$ cat src/rtl/gear_pkg.sv
package gear_pkg;
  typedef enum logic [1:0] {
    GS_LOW  = 2'b00,
    GS_RISE = 2'b01,
    GS_HIGH = 2'b10,
    GS_FALL = 2'b11
  } gear_state_e;
endpackage

$ cat src/rtl/gear_phase.sv
// Pattern period counter; restarts on an accepted start request.
module gear_phase #(
  parameter int STEP_W = 7
) (
  input  logic clk,
  input  logic rst_n,
  input  logic restart,
  output logic period_end
);
  logic [STEP_W-1:0] phase_q;

  always_ff @(posedge clk or negedge rst_n) begin
    if (!rst_n)       phase_q <= '0;
    else if (restart) phase_q <= '0;
    else              phase_q <= phase_q + 1'b1;
  end

  assign period_end = &phase_q;

  // after a restart the period always begins at zero
  assert_restart_zero_R5: assert property (@(posedge clk) disable iff (!rst_n)
    restart |=> !period_end);
endmodule

$ cat src/rtl/gear_pattern.sv
// Evenly spread gating: step n opens n+1 of every 2**STEP_W cycles.
module gear_pattern #(
  parameter int STEP_W = 7
) (
  input  logic              clk,
  input  logic              rst_n,
  input  logic [STEP_W-1:0] step,
  output logic              pass
);
  localparam logic [STEP_W-1:0] FULL = '1;

  logic [STEP_W-1:0] acc_q;
  logic [STEP_W:0]   sum;
  logic              pass_q;

  assign sum = {1'b0, acc_q} + {1'b0, step} + 1'b1;

  always_ff @(posedge clk or negedge rst_n) begin
    if (!rst_n) begin
      acc_q  <= '0;
      pass_q <= 1'b0;
    end else begin
      acc_q  <= sum[STEP_W-1:0];
      pass_q <= sum[STEP_W];
    end
  end

  assign pass = pass_q;

  // top step passes every cycle
  assert_full_rate_R6: assert property (@(posedge clk) disable iff (!rst_n)
    (step == FULL) |=> pass);
endmodule

$ cat src/rtl/gear_sequencer.sv
// Four-state ramp sequencer with dwell counting and saturation.
module gear_sequencer
  import gear_pkg::*;
#(
  parameter int STEP_W  = 7,
  parameter int SEL_W   = 2,
  parameter int DWELL_W = 8
) (
  input  logic               clk,
  input  logic               rst_n,
  input  logic               cfg_en,
  input  logic [STEP_W-1:0]  cfg_start_step,
  input  logic [SEL_W-1:0]   cfg_step_sel,
  input  logic [DWELL_W-1:0] cfg_dwell,
  input  logic               start_wr,
  input  logic               period_end,
  output logic               restart,
  output logic [STEP_W-1:0]  step,
  output gear_state_e        state,
  output logic               start_bit
);
  localparam logic [STEP_W-1:0] FULL = '1;

  gear_state_e        state_q;
  logic [STEP_W-1:0]  step_q;
  logic [DWELL_W-1:0] dwell_q;
  logic               busy_q;

  logic [STEP_W:0]   inc_w;
  logic [STEP_W:0]   up_sum;
  logic [STEP_W:0]   floor_w;
  logic [STEP_W-1:0] up_next;
  logic [STEP_W-1:0] dn_next;
  logic              stage_done;
  logic              resting;

  assign inc_w   = (STEP_W+1)'(1) << cfg_step_sel;
  assign up_sum  = {1'b0, step_q} + inc_w;
  assign up_next = (up_sum > {1'b0, FULL}) ? FULL : up_sum[STEP_W-1:0];
  assign floor_w = {1'b0, cfg_start_step} + inc_w;
  assign dn_next = ({1'b0, step_q} <= floor_w) ? cfg_start_step
                                               : step_q - inc_w[STEP_W-1:0];

  assign stage_done = period_end && (dwell_q == cfg_dwell);
  assign resting    = (state_q == GS_LOW) || (state_q == GS_HIGH);
  assign restart    = cfg_en && start_wr && resting;

  always_ff @(posedge clk or negedge rst_n) begin
    if (!rst_n) begin
      state_q <= GS_LOW;
      step_q  <= '0;
      dwell_q <= '0;
      busy_q  <= 1'b0;
    end else if (!cfg_en) begin
      state_q <= GS_LOW;
      step_q  <= cfg_start_step;
      dwell_q <= '0;
      busy_q  <= 1'b0;
    end else begin
      case (state_q)
        GS_LOW: begin
          step_q <= cfg_start_step;
          if (start_wr) begin
            state_q <= GS_RISE;
            busy_q  <= 1'b1;
            dwell_q <= '0;
          end
        end
        GS_RISE: begin
          if (stage_done) begin
            dwell_q <= '0;
            step_q  <= up_next;
            if (up_next == FULL) begin
              state_q <= GS_HIGH;
              busy_q  <= 1'b0;
            end
          end else if (period_end) begin
            dwell_q <= dwell_q + 1'b1;
          end
        end
        GS_HIGH: begin
          step_q <= FULL;
          if (start_wr) begin
            state_q <= GS_FALL;
            busy_q  <= 1'b1;
            dwell_q <= '0;
          end
        end
        default: begin
          if (stage_done) begin
            dwell_q <= '0;
            step_q  <= dn_next;
            if (dn_next == cfg_start_step) begin
              state_q <= GS_LOW;
              busy_q  <= 1'b0;
            end
          end else if (period_end) begin
            dwell_q <= dwell_q + 1'b1;
          end
        end
      endcase
    end
  end

  assign step      = step_q;
  assign state     = state_q;
  assign start_bit = busy_q;

  // accepted start at rest low begins the rise
  assert_low_start_R3: assert property (@(posedge clk) disable iff (!rst_n)
    (cfg_en && start_wr && state_q == GS_LOW) |=> (state_q == GS_RISE && busy_q));
  // accepted start at rest high begins the fall
  assert_high_start_R7: assert property (@(posedge clk) disable iff (!rst_n)
    (cfg_en && start_wr && state_q == GS_HIGH) |=> (state_q == GS_FALL));
  // start bit is set exactly while a ramp runs
  assert_busy_tracks_R8: assert property (@(posedge clk) disable iff (!rst_n)
    busy_q == (state_q == GS_RISE || state_q == GS_FALL));
  // disable forces rest low
  assert_disable_low_R9: assert property (@(posedge clk) disable iff (!rst_n)
    !cfg_en |=> (state_q == GS_LOW && !busy_q));
  // the rise never skips past the top step back to a lower one
  assert_rise_monotone_R4: assert property (@(posedge clk) disable iff (!rst_n)
    (cfg_en && state_q == GS_RISE && $past(cfg_en) && $past(state_q) == GS_RISE)
      |-> step_q >= $past(step_q));
endmodule

$ cat src/rtl/gear_ramp_ctrl.sv
module gear_ramp_ctrl
  import gear_pkg::*;
#(
  parameter int STEP_W  = 7,
  parameter int SEL_W   = 2,
  parameter int DWELL_W = 8
) (
  input  logic               clk,
  input  logic               rst_n,
  input  logic               cfg_en,
  input  logic [STEP_W-1:0]  cfg_start_step,
  input  logic [SEL_W-1:0]   cfg_step_sel,
  input  logic [DWELL_W-1:0] cfg_dwell,
  input  logic               start_wr,
  output logic               start_bit,
  output logic [1:0]         gear_status,
  output logic               clk_en
);
  logic              period_end;
  logic              restart;
  logic [STEP_W-1:0] step;
  gear_state_e       state;
  logic              pass;

  gear_phase #(.STEP_W(STEP_W)) phase_i (
    .clk(clk), .rst_n(rst_n), .restart(restart), .period_end(period_end)
  );

  gear_sequencer #(.STEP_W(STEP_W), .SEL_W(SEL_W), .DWELL_W(DWELL_W)) seq_i (
    .clk(clk), .rst_n(rst_n), .cfg_en(cfg_en),
    .cfg_start_step(cfg_start_step), .cfg_step_sel(cfg_step_sel),
    .cfg_dwell(cfg_dwell), .start_wr(start_wr), .period_end(period_end),
    .restart(restart), .step(step), .state(state), .start_bit(start_bit)
  );

  gear_pattern #(.STEP_W(STEP_W)) pat_i (
    .clk(clk), .rst_n(rst_n), .step(step), .pass(pass)
  );

  assign gear_status = state;
  assign clk_en      = !cfg_en || pass;

  // no gating while disabled
  assert_disabled_open_R1: assert property (@(posedge clk) disable iff (!rst_n)
    !cfg_en |-> clk_en);
  // resting high one cycle later still gates nothing
  assert_high_open_R6: assert property (@(posedge clk) disable iff (!rst_n)
    (gear_status == 2'b10 && $past(gear_status) == 2'b10) |-> clk_en);
endmodule

$ cat config.mk
export PLATFORM = sky130hd
export DESIGN_NAME = gear_ramp_ctrl
export DESIGN_NICKNAME = d
export VERILOG_FILES = /design/src/rtl/gear_pkg.sv /design/src/rtl/gear_phase.sv /design/src/rtl/gear_pattern.sv /design/src/rtl/gear_sequencer.sv /design/src/rtl/gear_ramp_ctrl.sv
export SDC_FILE = /design/constraint.sdc
export NUM_CORES = 1
export LEC_CHECK = 0
export ABC_AREA = 1
export BUFFER_PORTS_ARGS = -buffer_cell sky130_fd_sc_hd__buf_4
export CORE_MARGIN = 1.5
export CORE_UTILIZATION = 59
export CTS_CLUSTER_DIAMETER = 150
export DETAILED_ROUTE_END_ITERATION = 7
export GPL_ROUTABILITY_DRIVEN = 1
export PLACE_DENSITY = 0.79
export RECOVER_POWER = 50
export SYNTH_ARGS = -nofsm -noshare
export SYNTH_HDL_FRONTEND = slang
export SYNTH_HIERARCHICAL = 1
export SYNTH_SLANG_ARGS = --single-unit
$ cat constraint.sdc
create_clock -name clk -period 3.2 [get_ports clk]
set_input_delay 0.48 -clock clk [delete_from_list [all_inputs] [get_ports clk]]
set_output_delay 0.48 -clock clk [all_outputs]
set_load 0.005 [all_outputs]
## After elaboration in Yosys (flattened, before gate mapping)

Index checks and enable logic that the tools add are counted.

| operators by class | value |
|---|---|
| add/subtract/negate cells | 7 |
| $mul | 0 |
| divide/modulo/power cells | 0 |
| $lt $le $gt $ge | 2 |
| equal/unequal tests | 15 |
| shifts and indexed selects | 1 |
| muxes and demuxes | 27 |
| bitwise gates (word level) | 0 |
| reductions and logical operators | 13 |

Operators by type and width:

| cell | count |
|---|---|
| two-way mux 7 bit | 6 |
| two-way mux 8 bit | 5 |
| one-hot mux 7 bit (3 select lines) | 1 |
| adder 7 x 8 -> 8 bit | 2 |
| adder 8 x 1 -> 8 bit, second input constant | 2 |
| two-way mux 2 bit | 7 |
| != test 3 x 2 -> 1 bit, second input constant | 4 |
| adder 7 x 7 -> 8 bit | 1 |
| == test 8 bit | 1 |
| > comparator 8 x 7 -> 1 bit, second input constant | 1 |
| less-or-equal comparator 7 x 8 -> 1 bit | 1 |
| != test 4 x 2 -> 1 bit, second input constant | 2 |
| left shift 1 x 2 -> 8 bit, first input constant | 1 |
| adder 7 x 1 -> 7 bit, second input constant | 1 |
| == test 7 bit | 1 |
| == test 7 bit, second input constant | 1 |
| AND reduction 7 bit | 1 |
| subtractor 7 bit | 1 |
| two-way mux 1 bit | 6 |
| != test 3 bit, second input constant | 2 |
| one-hot mux 2 bit (3 select lines) | 1 |
| AND reduction 6 bit | 1 |
| != test 5 x 1 -> 1 bit, second input constant | 1 |
| AND reduction 5 bit | 1 |
| 10 further kinds | 14 |

| word-level totals | value |
|---|---|
| register bits after elaboration | 33 |
| latch bits | 0 |
| bits in writable memories | 0 |
| bits in read-only memories | 0 |
| input port bits | 21 |
| output and inout bits | 4 |
| logic and storage cells | 72 |
| memories kept | 0 |

## Depth between registers and ports, before layout

Gate-level depths: netlist of run 1.

| depth | value |
|---|---|
| depth in word-level cells | 9 |
| gate-level depth with buffers | 32 |
| mapped depth without buffers | 31 |

## Modules after synthesis

The synthesis of run 1 kept the hierarchy.

Modules (own cells, without submodules):

| module | times used | cells each | area each (um^2) | seq. area each (um^2) |
|---|---|---|---|---|
| gear_sequencer | 1 | 368 | 2346.0 | 450.4 |
| gear_pattern | 1 | 66 | 526.8 | 200.2 |
| gear_phase | 1 | 39 | 322.8 | 175.2 |
| gear_ramp_ctrl | 1 | 2 | 7.5 | 0.0 |

## Worst setup path before layout of run 1

No wires, ideal clock.

| timing path | value |
|---|---|
| path type | input to register |
| start | input cfg_step_sel[1] |
| end | register seq_i.state_q[0], in the netlist seq_i/state[0] |
| setup time | 118 ps |
| arrival | 2977 ps |
| required time | 3082 ps |
| path slack | 106 ps |
| cell stages on the path | 28 |
| path buffers | 1 |
| cell sequence | nor2_1 -> ha_1 -> ha_1 -> inv_1 -> nand2_1 -> nand3_1 -> nand2_1 -> nand2_1 -> nand2_1 -> nand2_1 -> nor2_1 -> xor2_1 -> inv_1 -> ha_1 -> nand4_1 -> o21ai_1 -> inv_1 -> nand2_2 -> nor2_4 -> buf_6 -> nand3_1 -> nand2_1 -> nor2_1 -> nand3_1 -> nand2_2 -> nand2_2 -> nand2_1 -> nand2_1 |

| between the ends | value |
|---|---|
| cells in the longest elaborated chain, start to end | 7 |
| elaborated cells between the ends (all ways) | 13 |
| classes of those cells | add/sub: 3; order compare: 2; eq/ne: 4; shift: 1; mux: 2; reduce/logical: 1 |

Ends and longest elaborated chain:

| what | line | RTL |
|---|---|---|
| start, declared | gear_ramp_ctrl.sv:12 | `input logic [SEL_W-1:0] cfg_step_sel,` |
| left shift 1 x 2 -> 8 bit * | gear_sequencer.sv:37 | `assign inc_w = (STEP_W+1)'(1) << cfg_step_sel;` |
| adder 7 x 8 -> 8 bit (on tied branches) | gear_sequencer.sv:40, gear_sequencer.sv:38 |  |
| less-or-equal comparator 7 x 8 -> 1 bit / > comparator 8 x 7 -> 1 bit (equally long branches) | gear_sequencer.sv:41, gear_sequencer.sv:39 |  |
| two-way mux 7 bit (on tied branches) | gear_sequencer.sv:41, gear_sequencer.sv:39 |  |
| == test 7 bit (on tied branches) | gear_sequencer.sv:93, gear_sequencer.sv:73 |  |
| != test 5 x 1 -> 1 bit (no source line) / != test 3 x 2 -> 1 bit (equally long branches) | n/a |  |
| AND reduction 6 bit (no source line) * | n/a |  |
| end signal, assigned | gear_sequencer.sv:50 | `state_q <= GS_LOW;` |
| end signal, assigned | gear_sequencer.sv:55 | `state_q <= GS_LOW;` |
| end signal, assigned | gear_sequencer.sv:94 | `state_q <= GS_LOW;` |
| end, declared | gear_sequencer.sv:24 | `gear_state_e state_q;` |

Mark *: on every way between the ends. The rest lies on a longest branch, timed or not.
A chain may end at the register's enable or synchronous reset.

## Worst setup path after layout of run 1

| timing path | value |
|---|---|
| start | input cfg_step_sel[0] |
| end | register seq_i.state_q[1], in the netlist seq_i/state[1] |

Same word-level chain as after synthesis.

==> results of run 1 <==
area by class of cell:
type	instances	area share [%]
tap	70	2.296
sequential	33	21.65
clock buffer	5	1.804
timing repair buffer	43	9.019
clock inverter	3	1.214
multi-input combinational	356	56.12
inverter	77	7.904
worst max-delay path by stage:
stage                                             end       startpoint  depth (start not counted)  slack (ps)
after floorplan            seq_i/state[0]$_DFFE_PN0P_  cfg_step_sel[1]                         28         110
after global placement    seq_i/start_bit$_DFFE_PN0P_  cfg_step_sel[1]                         31         -90
after detailed placement   seq_i/state[0]$_DFFE_PN0P_  cfg_step_sel[1]                         29        -270
after CTS                  seq_i/state[0]$_DFFE_PN0P_  cfg_step_sel[1]                         29          10
after global routing       seq_i/state[1]$_DFFE_PN0P_  cfg_step_sel[0]                         28         -30
final                      seq_i/state[1]$_DFFE_PN0P_  cfg_step_sel[0]                         28         150
repair_timing:
item                       CTS  global route
setup buffers                0             1
setup endpoints to repair    0            10
gates resized for setup      0            37
hold endpoints to repair     0             0
registers in the layout, indices dropped and copies added, names as in the netlist:
name / count
seq_i/step: 7
phase_i/phase_q: 7
seq_i/state: 2
seq_i/dwell_q: 8
pat_i/pass: 1
pat_i/acc_q: 7
seq_i/start_bit: 1
metal layers:
layer	global-route usage [%]	wire, µm	vias to the layer above
met5	0	0	-
met4	8.704	175	0
met3	4.048	485	21
met2	45.93	3989	131
met1	35.84	3654	1500
li1	-	-	1620
cell usage after synthesis, drive strengths merged:
master  count
nand3b      2
a31oi       8
inv        77
nand3      49
nor3        5
clkbuf      7
buf         4
nor2       47
xor2       17
ha         30
or2         2
nor3b       1
xnor2       4
nor4        2
a21oi      18
and3        3
dfrtp      33
nand2     129
nand4      15
o21ai      15
o211ai      5
fa          2
cell families after synthesis:
group | Yosys count
flip-flops | 33
AO/OA/AOI/OAI | 46
adder cells (fa/ha/maj) | 32
XOR/XNOR | 21
buffers and inverters | 88
AND/OR/NAND/NOR | 255
power by group through the flow:
stage	Clock, mW	Sequential (mW)	Combinational (mW)
2_1_floorplan	0	0.709	1.61
3_5_place_dp	0	0.777	2.01
3_3_place_gp	0	0.766	1.96
4_1_cts	0.410	0.770	2.05
5_1_grt	0.427	0.798	2.38
6_report	0.401	0.781	2.13
worst min-delay path, delay by kind of cell:
family / cells / cell delay (ps)
buffers and inverters: 1 / 140
AOI/OAI and AO/OA: 1 / 80
and+or+nand+nor: 1 / 60
==> impl_metrics.ini, run 1 <==
[power]
power.density_mw_per_mm2 = 868.7
clkPwrFrac_pct = 12.1
switchingPower_mw = 1.686
comb_power_share_pct = 64.3
vdd.ir_drop.worst_mv = 0.6087
p_int_mw = 1.628
power_frac_seq_pct = 23.6
power_mw = 3.314
leakagePower_nw = 2.076
netSwitchingFraction_pct = 50.87

[setup_path]
r2r_start = seq_i/step[0]$_DFFE_PN0P_
r2r_slack_ps = 530
crit_type = in2reg
critical-path-slowest-cell = ha_4
crit_required_ps = 3380
cp-end-kind = flip-flop
path_delay_family = simple AND/OR/NAND/NOR gates
cp_max_fo = 6
rr_endpoint = seq_i/state[1]$_DFFE_PN0P_
worst-path-buf-inv = 4
max_stage_delay_ps = 280
cpMostUsedCell = nand2_1
cp-start-kind = input port
r2r_cells = 17
arrival_ps = 3240

[outcome]
failed_checks = max-capacitance violations, max-slew violations
outcome = complete, but fails checks

[synthesis]
syn_avg_cell_area_um2 = 6.743
synth_area_leader_cell = dfrtp_1
ys_seq_area_share_pct = 25.78
synth_compound_area_share_pct = 8.477
synth_top_area_share_pct = 25.78
yosys.area_share.adder_pct = 12.97
ys_warn_count = 6
synth_simple_gate_area_share_pct = 36.02
synthTopCellsByArea = dfrtp_1 (26%), nand2_1 (14%), ha_1 (12%)
ys_ff_latch = 33
synth_top_family_by_area = simple AND/OR/NAND/NOR gates
ys_types = 34
syn-instance-count = 475
syn-cell-area_mm2 = 0.003203
syn-num-nets = 528
synthMuxAreaShare_pct = 0
synth_xor_area_share_pct = 5.742

[grt]
grt_first_pass_wirelength_um = 13060
grt_pass1_vias = 2969
grt_antenna_before_repair = 0
grt_usage_pct = 27.25
grt_overflow = 0
grt_max_degree = 34

[clock_network]
cts_buffer_depth = 2
cts_tree = built
cts_hold_buf = 0
clock_sinks = 33
clkTransAtPathRegs_ps = 80
cts_buffers = 5
htreeDepth = 2
worstSkewPairLatency_ps = 290
root_buffer = clkbuf_8

[routing]
viasPerCell = 5.574
first_iter_violations = 297
firstDrtPassIters = 5
drc = 0
drtAntennaViolNets = 0
wire_per_inst_um = 14.15
wirelength_um = 8305
num_vias = 3272

[worst_hold_path]
hold-path-cell-count = 3
hold_class = in2reg
hold_path_end = seq_i/step[5]$_DFFE_PN0P_
min_from = cfg_start_step[5]

[timing]
finalSetupViolations = 0
post-route-min-period_ps = 3053
finClkSkew_ps = 6.003
tightest_slew_ps = 1789
finalHoldViolations = 0
fin_hold_ws_ps = 507.3
relSlewSlack_pct = -19.25
setup_ws_ps = 147.4
setup_tns_ps = 0
fmax_mhz = 327.6
slew_violations = 34
timing.final.crit_share_pct = 95.39

[placement]
place.port_buffers = 24
dpl.hpwl_um = 6111
place_congestion = 0.8761
place_ws_ps = -273.9
placed_cell_area_mm2 = 0.003565
dp_cells = 577

[layout]
design_area_mm2 = 0.003815
mostFrequentLayoutCells = nand2_1 (116), inv_1 (67), nor2_1 (43), nand3_1 (43), buf_4 (40)
diodes = 0
area_growth_pct = 19.10
nets = 569
regArea_um2 = 825.8
finalNonFillerCells = 587
drive_above_1_share_pct = 18.57
final_util_pct = 73.75
mostFrequentLayoutCell = nand2_1
multi_input_area_mm2 = 0.002141
fill_cells = 419

[die]
die_area_mm2 = 0.005880
core_mm2 = 0.005172
io_pins = 25
die-height_um = 76.68
initial_core_util_pct = 61.93
rows = 26
die_x_um = 76.68

[flow_run]
drv_cap = 1
(Power assumes the default switching activity.)
==> inputs of run 2 (changes only) <==
--- a/config.mk
+++ b/config.mk
@@ -8,11 +8,11 @@
 export ABC_AREA = 1
 export BUFFER_PORTS_ARGS = -buffer_cell sky130_fd_sc_hd__buf_4
 export CORE_MARGIN = 1.5
-export CORE_UTILIZATION = 59
+export CORE_UTILIZATION = 55
 export CTS_CLUSTER_DIAMETER = 150
 export DETAILED_ROUTE_END_ITERATION = 7
 export GPL_ROUTABILITY_DRIVEN = 1
-export PLACE_DENSITY = 0.79
+export PLACE_DENSITY = 0.77
 export RECOVER_POWER = 50
 export SYNTH_ARGS = -nofsm -noshare
 export SYNTH_HDL_FRONTEND = slang
==> constraint.sdc (replaced) <==
create_clock -name clk -period 2.8 [get_ports clk]
set_input_delay 0.42 -clock clk [delete_from_list [all_inputs] [get_ports clk]]
set_output_delay 0.42 -clock clk [all_outputs]
set_load 0.005 [all_outputs]
==> run 2 against run 1 <==
Against the previous run: the flow finishes with violations (max-capacitance violations, max-slew violations, negative setup slack); via count up 0.46%; highest routed layer unchanged; sequential power is 12% higher; final cell count is 4.4% higher; worst setup slack worse by 270 ps; register-to-register slack lost 300 ps; power rose by 23%; routed wire length increased by 1.4%; largest power group unchanged; hold slack worse by 55 ps; core utilization decreased by 1.2 points; global-route usage up 0.88 points; non-clock buffer count grew 25; sequential share of layout area shrank 1.2 points; largest cell class unchanged.
==> impl_metrics.ini, run 2 (synthesized netlist as in run 1, its figures left out) <==
[timing]
finalSetupViolations = 10
post-route-min-period_ps = 2927
rsz0062_at_grt = yes
setup_ws_ps = -126.8
slew_violations = 34
timing.final.crit_share_pct = 104.5
finClkSkew_ps = 3.744
fin_hold_ws_ps = 452.1
finalHoldViolations = 0
tightest_slew_ps = 1829
relSlewSlack_pct = -21.91
fmax_mhz = 341.7

[die]
die-height_um = 79.32
io_pins = 25
die_area_mm2 = 0.006291
initial_core_util_pct = 57.46
core_mm2 = 0.005574
rows = 27
die_x_um = 79.32

[clock_network]
cts_buffer_depth = 2
htreeDepth = 2
clock_sinks = 33
cts_tree = built
root_buffer = clkbuf_8
clkTransAtPathRegs_ps = 80
cts_buffers = 5
worstSkewPairLatency_ps = 290

[worst_hold_path]
hold_class = in2reg

[grt]
grt.busiest_layer = met2
grt_first_pass_wirelength_um = 13820
grt_util_met2_pct = 45.56
grt_antenna_before_repair = 0
grt_overflow = 0
grt_use_met1_pct = 37.62
grt_pass1_vias = 3070
grt_usage_pct = 28.13
grt_max_degree = 34
grtUsageMet3_pct = 4.253

[power]
power_mw = 4.066
leakagePower_nw = 2.202
power.density_mw_per_mm2 = 1005
vdd.ir_drop.worst_mv = 0.6067

[setup_path]
cpMostUsedCell = nand2_1
path_delay_family = simple AND/OR/NAND/NOR gates
r2r_slack_ps = 230
crit_type = in2reg
crit_required_ps = 3040
arrival_ps = 3160
max_stage_delay_ps = 280
worst-path-buf-inv = 4
cp_max_fo = 6
critical-path-slowest-cell = ha_4
cp-end-kind = flip-flop
cp-start-kind = input port

[routing]
viasPerCell = 5.362
firstDrtPassIters = 5
wirelength_um = 8423
num_vias = 3287
wire_per_inst_um = 13.74
drtAntennaViolNets = 0
first_iter_violations = 228
drc = 0

[layout]
mostFrequentLayoutCell = nand2_1
mostFrequentLayoutCells = nand2_1 (115), inv_1 (66), buf_4 (61)
fill_cells = 460
regMostFlops = seq_i/dwell_q
area_growth_pct = 26.25
largest_reg_flops = 8
diodes = 0
drive_above_1_share_pct = 23.84
nets = 593

[flow_run]
drv_cap = 1

[placement]
place_congestion = 0.9189
place.port_buffers = 24
place_ws_ps = -546.3
dpl.hpwl_um = 6284

[outcome]
failed_checks = max-capacitance violations, max-slew violations, negative setup slack
outcome = complete, but fails checks
run 2: repair_timing:
item / in CTS / in global routing
resized for setup: 16 / 17
hold buffers: 0 / 0
setup buffers: 5 / 5
pin swaps: 27 / 12
setup endpoints to repair: 10 / 10
gates cloned: 1 / 0
run 2: per-stage QoR:
step           util, %  area (µm²)  TNS [ps]  instances
6_report         72.55        4044     -1014        613
5_1_grt          72.55        4044     -2675        613
4_1_cts          70.89        3951    -280.9        608
3_5_place_dp     66.78        3722     -5010        594
3_3_place_gp     66.78        3722     -3694        594
2_1_floorplan        -        3258    -657.1        475
run 2: worst paths after layout:
kind | from | cells after the start | endpoint
worst max register to register | seq_i/step[0]$_DFFE_PN0P_ | 18 | seq_i/start_bit$_DFFE_PN0P_
worst max-delay path | cfg_step_sel[1] | 28 | seq_i/state[0]$_DFFE_PN0P_
max in group asynchronous | rst_n | 1 | seq_i/dwell_q[4]$_DFFE_PN0P_
min in group asynchronous | rst_n | 1 | pat_i/acc_q[1]$_DFF_PN0_
worst min register to register | seq_i/start_bit$_DFFE_PN0P_ | 2 | seq_i/start_bit$_DFFE_PN0P_
worst min-delay path | cfg_start_step[5] | 3 | seq_i/step[5]$_DFFE_PN0P_
run 2: cell type report:
class / count / area [µm²] / area share [%]
clock buffer: 5 / 68.82 / 1.702
clock inverter: 3 / 46.29 / 1.145
multi-input combinational: 355 / 2171 / 53.68
inverter: 77 / 304.0 / 7.519
timing repair buffer: 68 / 538.0 / 13.30
tap: 72 / 90.09 / 2.228
sequential: 33 / 825.8 / 20.42
run 2: report_power, final:
group	switching [mW]	total, mW	internal, mW	leakage [nW]
registers	0.209	0.875	0.667	0.417
logic	1.59	2.73	1.14	1.73
clock network	0.194	0.460	0.266	0.0543
total	1.99	4.07	2.07	2.20
run 2: tightest hold or removal path, stage by stage:
cell     delay (ps)
buf_4           140
nand2_1          70
a31oi_1          80
run 2: layer usage:
| layer | vias to the layer above | routed length [µm] |
|---|---|---|
| li1 | 1660 | - |
| met1 | 1518 | 3941 |
| met2 | 86 | 3851 |
| met3 | 23 | 381 |
| met4 | 0 | 250 |
| met5 | - | 0 |
